--- config.mk ---
export PLATFORM = sky130hd
export DESIGN_NAME = usb_stall_ctrl
export DESIGN_NICKNAME = d
export VERILOG_FILES = /design/src/rtl/usb_stall_pkg.sv /design/src/rtl/stall_latch_bank.sv /design/src/rtl/token_decider.sv /design/src/rtl/hold_gen.sv /design/src/rtl/usb_stall_ctrl.sv
export SDC_FILE = /design/constraint.sdc
export NUM_CORES = 1
export LEC_CHECK = 0
export ABC_AREA = 1
export BUFFER_PORTS_ARGS = -buffer_cell sky130_fd_sc_hd__buf_2
export CAP_MARGIN = 10
export CELL_PAD_IN_SITES_DETAIL_PLACEMENT = 1
export CELL_PAD_IN_SITES_GLOBAL_PLACEMENT = 2
export CORE_MARGIN = 8
export CORE_UTILIZATION = 26
export CTS_CLUSTER_DIAMETER = 200
export DETAILED_ROUTE_END_ITERATION = 12
export PLACE_DENSITY_LB_ADDON = 0.1
export SYNTH_ARGS = -nofsm -noshare
export SYNTH_HDL_FRONTEND = slang
export SYNTH_SLANG_ARGS = --single-unit
--- constraint.sdc ---
create_clock -name clk -period 0.92 [get_ports clk]
set_input_delay 0.046 -clock clk [delete_from_list [all_inputs] [get_ports clk]]
set_output_delay 0.046 -clock clk [all_outputs]
set_load 0.005 [all_outputs]
--- src/rtl/usb_stall_pkg.sv ---
package usb_stall_pkg;
  typedef struct packed {
    logic active;
    logic stall;
    logic dir_in;
  } resp_t;
endpackage

--- src/rtl/stall_latch_bank.sv ---
module stall_latch_bank #(
  parameter int NUM_EP = 8,
  localparam int EPW = (NUM_EP > 1) ? $clog2(NUM_EP) : 1
) (
  input  logic              clk,
  input  logic              rst,
  input  logic [NUM_EP-1:0] cmd_i,
  input  logic [NUM_EP-1:0] iso_i,
  input  logic              clr_i,
  input  logic [EPW-1:0]    clr_ep_i,
  output logic [NUM_EP-1:0] eff_o
);
  logic [NUM_EP-1:0] cmd_q;
  logic [NUM_EP-1:0] arm_q;
  logic [NUM_EP-1:0] arm_d;

  for (genvar g = 0; g < NUM_EP; g++) begin : g_ep
    logic hit;
    logic rise;
    assign hit  = clr_i && (clr_ep_i == EPW'(g));
    assign rise = cmd_i[g] && !cmd_q[g];

    always_comb begin
      if (hit || !cmd_i[g]) arm_d[g] = 1'b0;
      else if (rise)        arm_d[g] = 1'b1;
      else                  arm_d[g] = arm_q[g];
    end
  end

  always_ff @(posedge clk) begin
    if (rst) begin
      cmd_q <= '0;
      arm_q <= '0;
      eff_o <= '0;
    end else begin
      cmd_q <= cmd_i;
      arm_q <= arm_d;
      eff_o <= arm_d & ~iso_i;
    end
  end
endmodule

--- src/rtl/token_decider.sv ---
module token_decider
  import usb_stall_pkg::*;
#(
  parameter int NUM_EP = 8,
  localparam int EPW = (NUM_EP > 1) ? $clog2(NUM_EP) : 1
) (
  input  logic              clk,
  input  logic              rst,
  input  logic              tok_start_i,
  input  logic [EPW-1:0]    tok_ep_i,
  input  logic              tok_in_i,
  input  logic              xact_end_i,
  input  logic [NUM_EP-1:0] eff_i,
  output resp_t             resp_o,
  output logic [EPW-1:0]    ep_o
);
  always_ff @(posedge clk) begin
    if (rst) begin
      resp_o <= '0;
      ep_o   <= '0;
    end else if (tok_start_i) begin
      resp_o.active <= 1'b1;
      resp_o.stall  <= eff_i[tok_ep_i];
      resp_o.dir_in <= tok_in_i;
      ep_o          <= tok_ep_i;
    end else if (xact_end_i) begin
      resp_o <= '0;
    end
  end
endmodule

--- src/rtl/hold_gen.sv ---
module hold_gen
  import usb_stall_pkg::*;
#(
  parameter int NUM_EP = 8,
  localparam int EPW = (NUM_EP > 1) ? $clog2(NUM_EP) : 1
) (
  input  logic              clk,
  input  logic              rst,
  input  logic [NUM_EP-1:0] eff_i,
  input  resp_t             resp_i,
  input  logic [EPW-1:0]    ep_i,
  output logic [NUM_EP-1:0] hold_o
);
  logic [NUM_EP-1:0] keep_open;

  for (genvar g = 0; g < NUM_EP; g++) begin : g_ep
    assign keep_open[g] = resp_i.active && !resp_i.stall && (ep_i == EPW'(g));
  end

  always_ff @(posedge clk) begin
    if (rst) hold_o <= '0;
    else     hold_o <= eff_i & ~keep_open;
  end
endmodule

--- src/rtl/usb_stall_ctrl.sv ---
module usb_stall_ctrl
  import usb_stall_pkg::*;
#(
  parameter int NUM_EP = 8,
  localparam int EPW = (NUM_EP > 1) ? $clog2(NUM_EP) : 1
) (
  input  logic              clk,
  input  logic              rst,
  input  logic [NUM_EP-1:0] cmd_stall_i,
  input  logic [NUM_EP-1:0] iso_ep_i,
  input  logic              clr_feat_i,
  input  logic [EPW-1:0]    clr_feat_ep_i,
  input  logic              tok_start_i,
  input  logic [EPW-1:0]    tok_ep_i,
  input  logic              tok_in_i,
  input  logic              xact_end_i,
  output logic              resp_active_o,
  output logic              resp_stall_o,
  output logic              resp_in_o,
  output logic [NUM_EP-1:0] stall_status_o,
  output logic [NUM_EP-1:0] hold_tx_o
);
  logic [NUM_EP-1:0] eff;
  resp_t             resp;
  logic [EPW-1:0]    cur_ep;

  stall_latch_bank #(.NUM_EP(NUM_EP)) latch_i (
    .clk(clk), .rst(rst), .cmd_i(cmd_stall_i), .iso_i(iso_ep_i),
    .clr_i(clr_feat_i), .clr_ep_i(clr_feat_ep_i), .eff_o(eff)
  );

  token_decider #(.NUM_EP(NUM_EP)) decide_i (
    .clk(clk), .rst(rst), .tok_start_i(tok_start_i), .tok_ep_i(tok_ep_i),
    .tok_in_i(tok_in_i), .xact_end_i(xact_end_i), .eff_i(eff),
    .resp_o(resp), .ep_o(cur_ep)
  );

  hold_gen #(.NUM_EP(NUM_EP)) hold_i (
    .clk(clk), .rst(rst), .eff_i(eff), .resp_i(resp), .ep_i(cur_ep),
    .hold_o(hold_tx_o)
  );

  assign stall_status_o = eff;
  assign resp_active_o  = resp.active;
  assign resp_stall_o   = resp.stall;
  assign resp_in_o      = resp.dir_in;
endmodule

Yosys cells after proc, flatten, opt, wreduce, memory -nomap -nowiden
Index checks and enable logic that the tools add are counted.

word-level totals
  flip-flop bits (word level) = 38
  bits of input ports = 28
  output and inout bits = 19

cells by class
  magnitude comparators = 1
  eq/ne operators = 14
  muxes and demuxes = 20
  bitwise gates (word level) = 4
  reduce and logical (&&, ||, !) cells = 53

operator list
  kind                                                                    count
  1-bit logical AND                                                       25
  3-bit equality test (second input constant)                             8
  1-bit logical NOT                                                       17
  1-bit 2-to-1 mux                                                        17
  8-bit AND                                                               2
  8-bit inverter                                                          2
  3-bit by 2-bit equality test with 1-bit output (second input constant)  4
  1-bit logical OR                                                        8
  3-bit by 1-bit equality test with 1-bit output (second input constant)  2
  3-bit logical NOT                                                       2
  3-bit 2-to-1 mux                                                        2
  3-bit by 4-bit < comparator with 1-bit output (second input constant)   1
  1-bit binary-select mux with 3-bit select                               1
  2-bit nonzero test                                                      1

Depth between registers and ports, before layout
Gate-level depths: netlist of run 1.

  depth after elaboration = 5
  mapped depth = 7
  mapped depth without buffers = 7

By module
Synthesis of run 1 repeated with hierarchy kept, for this count alone.

unflattened totals
  cells, all modules = 194
  area, all modules = 1398.8 sq um

modules (own cells, without submodules)
  module            instances  cells each  area an instance (sq um)
  stall_latch_bank  1          108         803.3
  hold_gen          1          43          304.0
  token_decider     1          43          291.5

Worst setup path after synthesis of run 1
No wires, ideal clock.

  path kind = reg-to-reg
  from = register decide_i.resp_o[2] (netlist name)
  to = register hold_i.hold_o[0]
  library setup time = 0.117 ns
  data arrival time = 0.745 ns
  data required time = 0.803 ns
  path slack = 0.058 ns
  cell stages (with the launch flop) = 6
  period minus slack after synthesis = 0.862 ns
  cells stage by stage = dfxtp_1 -> inv_1 -> nor2_1 -> nand2_1 -> o21ai_0 -> nor2_1

between the ends
  word-level cells in the longest chain between the ends = 4

ends and longest elaborated chain
  element                         RTL line             text
  from (decl)                     token_decider.sv:14  output resp_t resp_o,
  1-bit logical AND (2 in a row)  hold_gen.sv:17       assign keep_open[g] = resp_i.active && !resp_i.stall && (ep_i == EPW'(g));
  8-bit inverter                  hold_gen.sv:22       else hold_o <= eff_i & ~keep_open;
  8-bit AND                       hold_gen.sv:22
  to (signal assigned)            hold_gen.sv:22
  to (decl)                       hold_gen.sv:12       output logic [NUM_EP-1:0] hold_o

No other way between the ends.
A chain may end at the register's enable or synchronous reset.

Worst setup path in the final report of run 1
  from = register decide_i.resp_o[1] (netlist name)
  to = output port resp_stall_o

RTL lines
  element    RTL line              text
  to (decl)  usb_stall_ctrl.sv:18  output logic resp_stall_o,

No word-level cell between the ends.

==> metrics.cfg, run 1 <==
[run_status]
outcome=finished clean

[clock_tree]
cts_tree=built
clkSinkCount=38
cts_setup_buffers=0
numCtsBuffers=5
path_clk_slew_ns=0.08
cts.path.max_buffers=2
cts_htree_levels=2
clock_latency_ns=0.29
cts-root-buf=clkbuf_8

[sta]
setup_viol=0
period_share=0.993
fin_tns_setup_ns=0
slew_headroom=0.788
maxSlewViolCount=0
rsz0062_at_grt=true
layout_min_cycle_time_ns=0.914
skew_ns=0.0102
fmax_ghz=1.09
tightestPinTransition_ns=0.315
hold_viol_final=0

[worst_hold_path]
hp-class=input port to flop
hold_depth=3

[drt]
route.detailed.drc=0
drt_pre_antenna_iters=4
wl_mm=3.91
drt_iter0_drc=49
post_drt_wl_per_cell_um=12.5
vias=1330
vias_per_cell=4.26
drtAntennaViolNets=0

[die]
start_util=0.265
die_h_um=87.5
die_area_um2=7660
io_pins=47
rows=26
core_um2=5010
die_x_um=87.5

[critical_path]
path_delay_family=flip-flops
crit_chain=buf_4 > buf_6
cp-start-kind=flop
critPathBufInv=2
worst_path_max_delay_cell=dfxtp_2
r2r_cells=5
worstPathArrival_ns=0.87
crit_type=flop to output port
r2r_slack_ns=0.04
worstSetupEndpointType=output port
cpPeakStageDelay_ns=0.34
path_depth=2
required_ns=0.87
path_max_fanout=2

[grt]
antenna_found_initial=0
grt_pass1_wl_mm=6.44
grt_max_degree=24
grt_util_all_layers=0.108
grt_pass1_vias=1395
grt_remaining_overflow=0

[synth]
syn_nets=199
synth_seq_cells=38
ys_seq_area_frac=0.572
synth_top_area_frac=0.572
synthFlopType=dfxtp_1
synthTopCellsByCount=dfxtp_1 (38), nor2_1 (38), nand2_1 (22)
syn-mean-instance-area_um2=7.78
syn_area_um2=1330
synth.distinct_cells=13
syn_inst=171
synth-edff-count=0
async_flop_share=0
synth_top_area_cell=dfxtp_1
ys_top_cells_by_area=dfxtp_1 (57%), nor2_1 (11%), o21ai_0 (6.8%), nand2_1 (6.2%), inv_1 (5.9%)
ys_warn_count=0

[flow_run]
cap_violations=0

[finish]
drive_above_1_share=0.335
fillers=646
fin_nets=269
fin_util=0.402
fin_area_um2=2020
syn_to_final_growth_pct=51.6
antennaDiodeCount=0

[power_and_ir_drop]
p_leak_nw=0.969
p_total_mw=3.32
ir_drop_uv=584
pwr_density_cell_nw_per_um2=1650

[placed_design]
place_area_um2=1700
numPortBuffers=46
hpwl_mm=3.01
place_congestion=0.756

## layer usage
metal  GRT usage  part of all wire  vias to the layer above
met4      0.0422             0.014                        0
li1            -                 -                      678
met1       0.120              0.43                      617
met2       0.183              0.50                       29
met5           0                 0                        -
met3      0.0387             0.064                        6
## worst paths after layout
kind	from	endpoint
worst min register to register	latch_i.eff_o[0]	hold_i.hold_o[0]
worst max register to register	decide_i.resp_o[2]	hold_i.hold_o[4]
worst min-delay path	tok_in_i	decide_i.resp_o[0]
worst max-delay path	decide_i.resp_o[1]	resp_stall_o
## state kept, by name (all words and copies together) (netlist names)
signal	flops
hold_i.hold_o	8
latch_i.arm_q	8
latch_i.cmd_q	8
latch_i.eff_o	8
decide_i.ep_o	3
decide_i.resp_o	3
## per-stage QoR
step / hold WS, ns / std cells / worst slack (ns)
floorplan: 0.125 / 171 / 0.0582
global route: 0.0225 / 312 / -0.0208
global placement: 0.212 / 291 / -0.00285
detailed placement: 0.215 / 291 / -0.0833
finish: 0.0102 / 312 / 0.00640
CTS: 0.00269 / 313 / -0.0262
## where the power goes
| group | internal (mW) | switching (mW) | total [mW] |
|---|---|---|---|
| Sequential | 1.71 | 0.0320 | 1.74 |
| Clock | 0.605 | 0.582 | 1.19 |
| Combinational | 0.190 | 0.201 | 0.391 |
| Total | 2.51 | 0.815 | 3.32 |
## cell type report
class / count / area [µm²] / share of cell area
inverter: 22 / 82.6 / 0.0410
timing repair buffer: 67 / 474 / 0.235
clock buffer: 7 / 86.3 / 0.0428
tap: 70 / 87.6 / 0.0435
clock inverter: 1 / 5.00 / 0.00248
sequential: 38 / 774 / 0.384
multi-input combinational: 107 / 505 / 0.251
## repair_timing
action	in CTS	in global routing
pin swaps	2	4
hold buffers	14	0
endpoints found under the hold margin	14	0
endpoints found under the setup margin	10	14
gates resized for setup	16	21
## worst register-to-register path, stage by stage, from the launching register on
cell and delay (ns):
dfxtp_2 0.34, inv_2 0.04, nor2_4 0.11, nand2_2 0.10, o21ai_1 0.13, nor2_1 0.05
## cell usage in the layout (no fill, tap or decap)
cell            n
nand2_2         2
buf_2          41
buf_6           7
buf_4           4
nand2_1        19
a21oi_1        12
o21ai_2         5
clkbuf_8        6
nor2_2          1
dfxtp_2         8
dfxtp_1        29
inv_1          20
nand2_4         1
nor3_1          8
clkinv_2        1
nand3_1         6
nor2_4          1
nand3b_1        1
dlygate4sd3_1  14
buf_12          1
nor2_1         37
o21ai_1         3
clkbuf_1        1
o21ai_0        10
inv_2           2
a211oi_1        1
dfxtp_4         1
## cells by family (layout without fill, tap and decap cells)
| kind of cell | after synthesis | in the layout | share of synthesized area |
|---|---|---|---|
| AND/OR/NAND/NOR | 76 | 76 | 0.232 |
| AO/OA/AOI/OAI | 31 | 31 | 0.119 |
| flip-flops | 38 | 38 | 0.572 |
| buffers and inverters | 26 | 97 | 0.0771 |
(Power assumes the default switching activity.)
==> inputs of run 2 (changes only) <==
- CELL_PAD_IN_SITES_DETAIL_PLACEMENT: 1 -> 0
- CELL_PAD_IN_SITES_GLOBAL_PLACEMENT: 2 -> 1
- CORE_UTILIZATION: 26 -> 34
- SETUP_SLACK_MARGIN: unset -> 0.3
- TNS_END_PERCENT: unset -> 50
==> run 2 against run 1 <==
  * The flow now finishes with violations (hold timing)
  * Worst hold slack worse by 0.097 ns
  * Fmax up 2.1%
  * Worst setup slack gained 0.019 ns
  * Clock skew down 0.0039 ns
  * Flip-flop and latch count stayed put
  * Global-route usage is 0.22 points higher
  * Critical path depth up 2
  * Die area shrank 19%
  * Via count down 7.7%
  * Critical endpoint is now hold_i.hold_o[6]
  * Highest routed layer unchanged
==> metrics.cfg, run 2 (synthesized netlist as in run 1, its figures left out) <==
[finish]
fin_nets=254
syn_to_final_growth_pct=42.1
fillers=395
antennaDiodeCount=0
instances_no_fill=275
final_common_cell=buf_2
mostFrequentLayoutCells=buf_2 (39), nor2_1 (36), dfxtp_1 (24), inv_1 (20), nand2_1 (17)
drive_above_1_share=0.388

[sta]
timing.final.ws_setup_ns=0.0256
skew_ns=0.00628
rsz0062_at_grt=true
hold_viol_final=12
maxSlewViolCount=0
layout_min_cycle_time_ns=0.894
period_share=0.972
hold_slack_ns=-0.0870
tightestPinTransition_ns=0.315
slew_headroom=0.790
fmax_ghz=1.12
setup_viol=0

[clock_tree]
path_clk_slew_ns=0.07
cts-root-buf=clkbuf_8
cts_htree_levels=2
clock_latency_ns=0.28
cts.path.max_buffers=2
cts_tree=built
numCtsBuffers=5
clkSinkCount=38

[worst_hold_path]
hp-class=input port to flop
min_to=latch_i.eff_o[3]
min_from=iso_ep_i[3]
hold_depth=2

[drt]
route.detailed.drc=0
wl_mm=3.31
vias_per_cell=4.47
drt_pre_antenna_iters=5
drt_iter0_drc=54
post_drt_wl_per_cell_um=12.0
drtAntennaViolNets=0
vias=1228

[placed_design]
place_congestion=0.803
dp_cells=264
dp_slack_ns=-0.0259
hpwl_mm=2.56
numPortBuffers=46

[die]
start_util=0.358
core_um2=3720
die_area_um2=6170
die_x_um=78.5
io_pins=47
rows=22
die_h_um=78.5

[critical_path]
rr_endpoint=hold_i.hold_o[6]
worstPathArrival_ns=1.07
path_max_fanout=4
worstSetupEndpointType=flop
required_ns=1.10
crit_type=flop to flop
r2r_slack_ns=0.03
r2r_cells=4
cp-start-kind=flop
reg2reg_from=decide_i.resp_o[1]

[grt]
grt_util_all_layers=0.110
grt_pass1_wl_mm=5.53
grt_max_degree=22
grt_pass1_vias=1339
antenna_found_initial=0
grt_remaining_overflow=0

[run_status]
violations=hold timing
outcome=complete, but fails checks

[power_and_ir_drop]
pwr_density_cell_nw_per_um2=1810
p_leak_nw=0.925
ir_drop_uv=824

[flow_run]
cap_violations=0

[run 2: cell count changes in the layout (fill, tap and decap cells not counted), sizes merged]
cell         change
buf              -1
bufinv           +1
clkinv           -1
dlygate4sd3     -14
[run 2: where the power goes]
group          internal, mW  total [mW]  switching [mW]
sequential             1.71        1.75          0.0382
clock                 0.811        1.34           0.532
combinational         0.154       0.337           0.183
total                  2.67        3.43           0.754
[run 2: final cells by class]
cell class | count | area, µm² | share of cell area
clock inverter | 1 | 30.0 | 0.0159
tap | 48 | 60.1 | 0.0318
multi-input combinational | 107 | 518 | 0.274
clock buffer | 7 | 76.3 | 0.0404
timing repair buffer | 52 | 335 | 0.177
sequential | 38 | 788 | 0.417
inverter | 22 | 82.6 | 0.0437
[run 2: what timing repair did]
action,CTS,global route
pin swaps,8,5
endpoints found under the hold margin,16,9
setup endpoints to repair,48,48
gates resized for setup,15,25
buffers inserted,1,2
[run 2: routing by layer]
metal	vias to the layer above	part of all wire	global-route usage
met2	35	0.47	0.189
li1	647	-	-
met4	0	0.026	0.0556
met3	11	0.073	0.0410
met5	-	0	0
met1	535	0.43	0.116
[run 2: per-stage QoR]
stage / area, µm² / total power [mW] / utilization / TNS [ns]
6_report: 1890 / 3.43 / 0.509 / 0
5_1_grt: 1890 / 3.60 / 0.509 / -0.0620
4_1_cts: 1800 / 3.46 / 0.484 / 0
3_5_place_dp: 1640 / 2.08 / 0.442 / -0.141
3_3_place_gp: 1640 / 2.08 / 0.442 / -0.0293
2_1_floorplan: 1340 / 1.93 / - / 0
[run 2: worst max-delay path: stages, from the launching register on]
cell and delay (ns):
dfxtp_4 0.36, nor2_4 0.15, nand2_4 0.09, o21ai_2 0.14, nor2_1 0.05
[run 2: worst max-delay path by stage]
stage	start	endpoint
6_report	decide_i.resp_o[1]	hold_i.hold_o[6]
4_1_cts	decide_i.resp_o[2]	resp_active_o
5_1_grt	decide_i.resp_o[2]	hold_i.hold_o[6]
3_3_place_gp	decide_i.resp_o[2]	hold_i.hold_o[5]
2_1_floorplan	decide_i.resp_o[2]	hold_i.hold_o[0]
3_5_place_dp	decide_i.resp_o[2]	hold_i.hold_o[5]
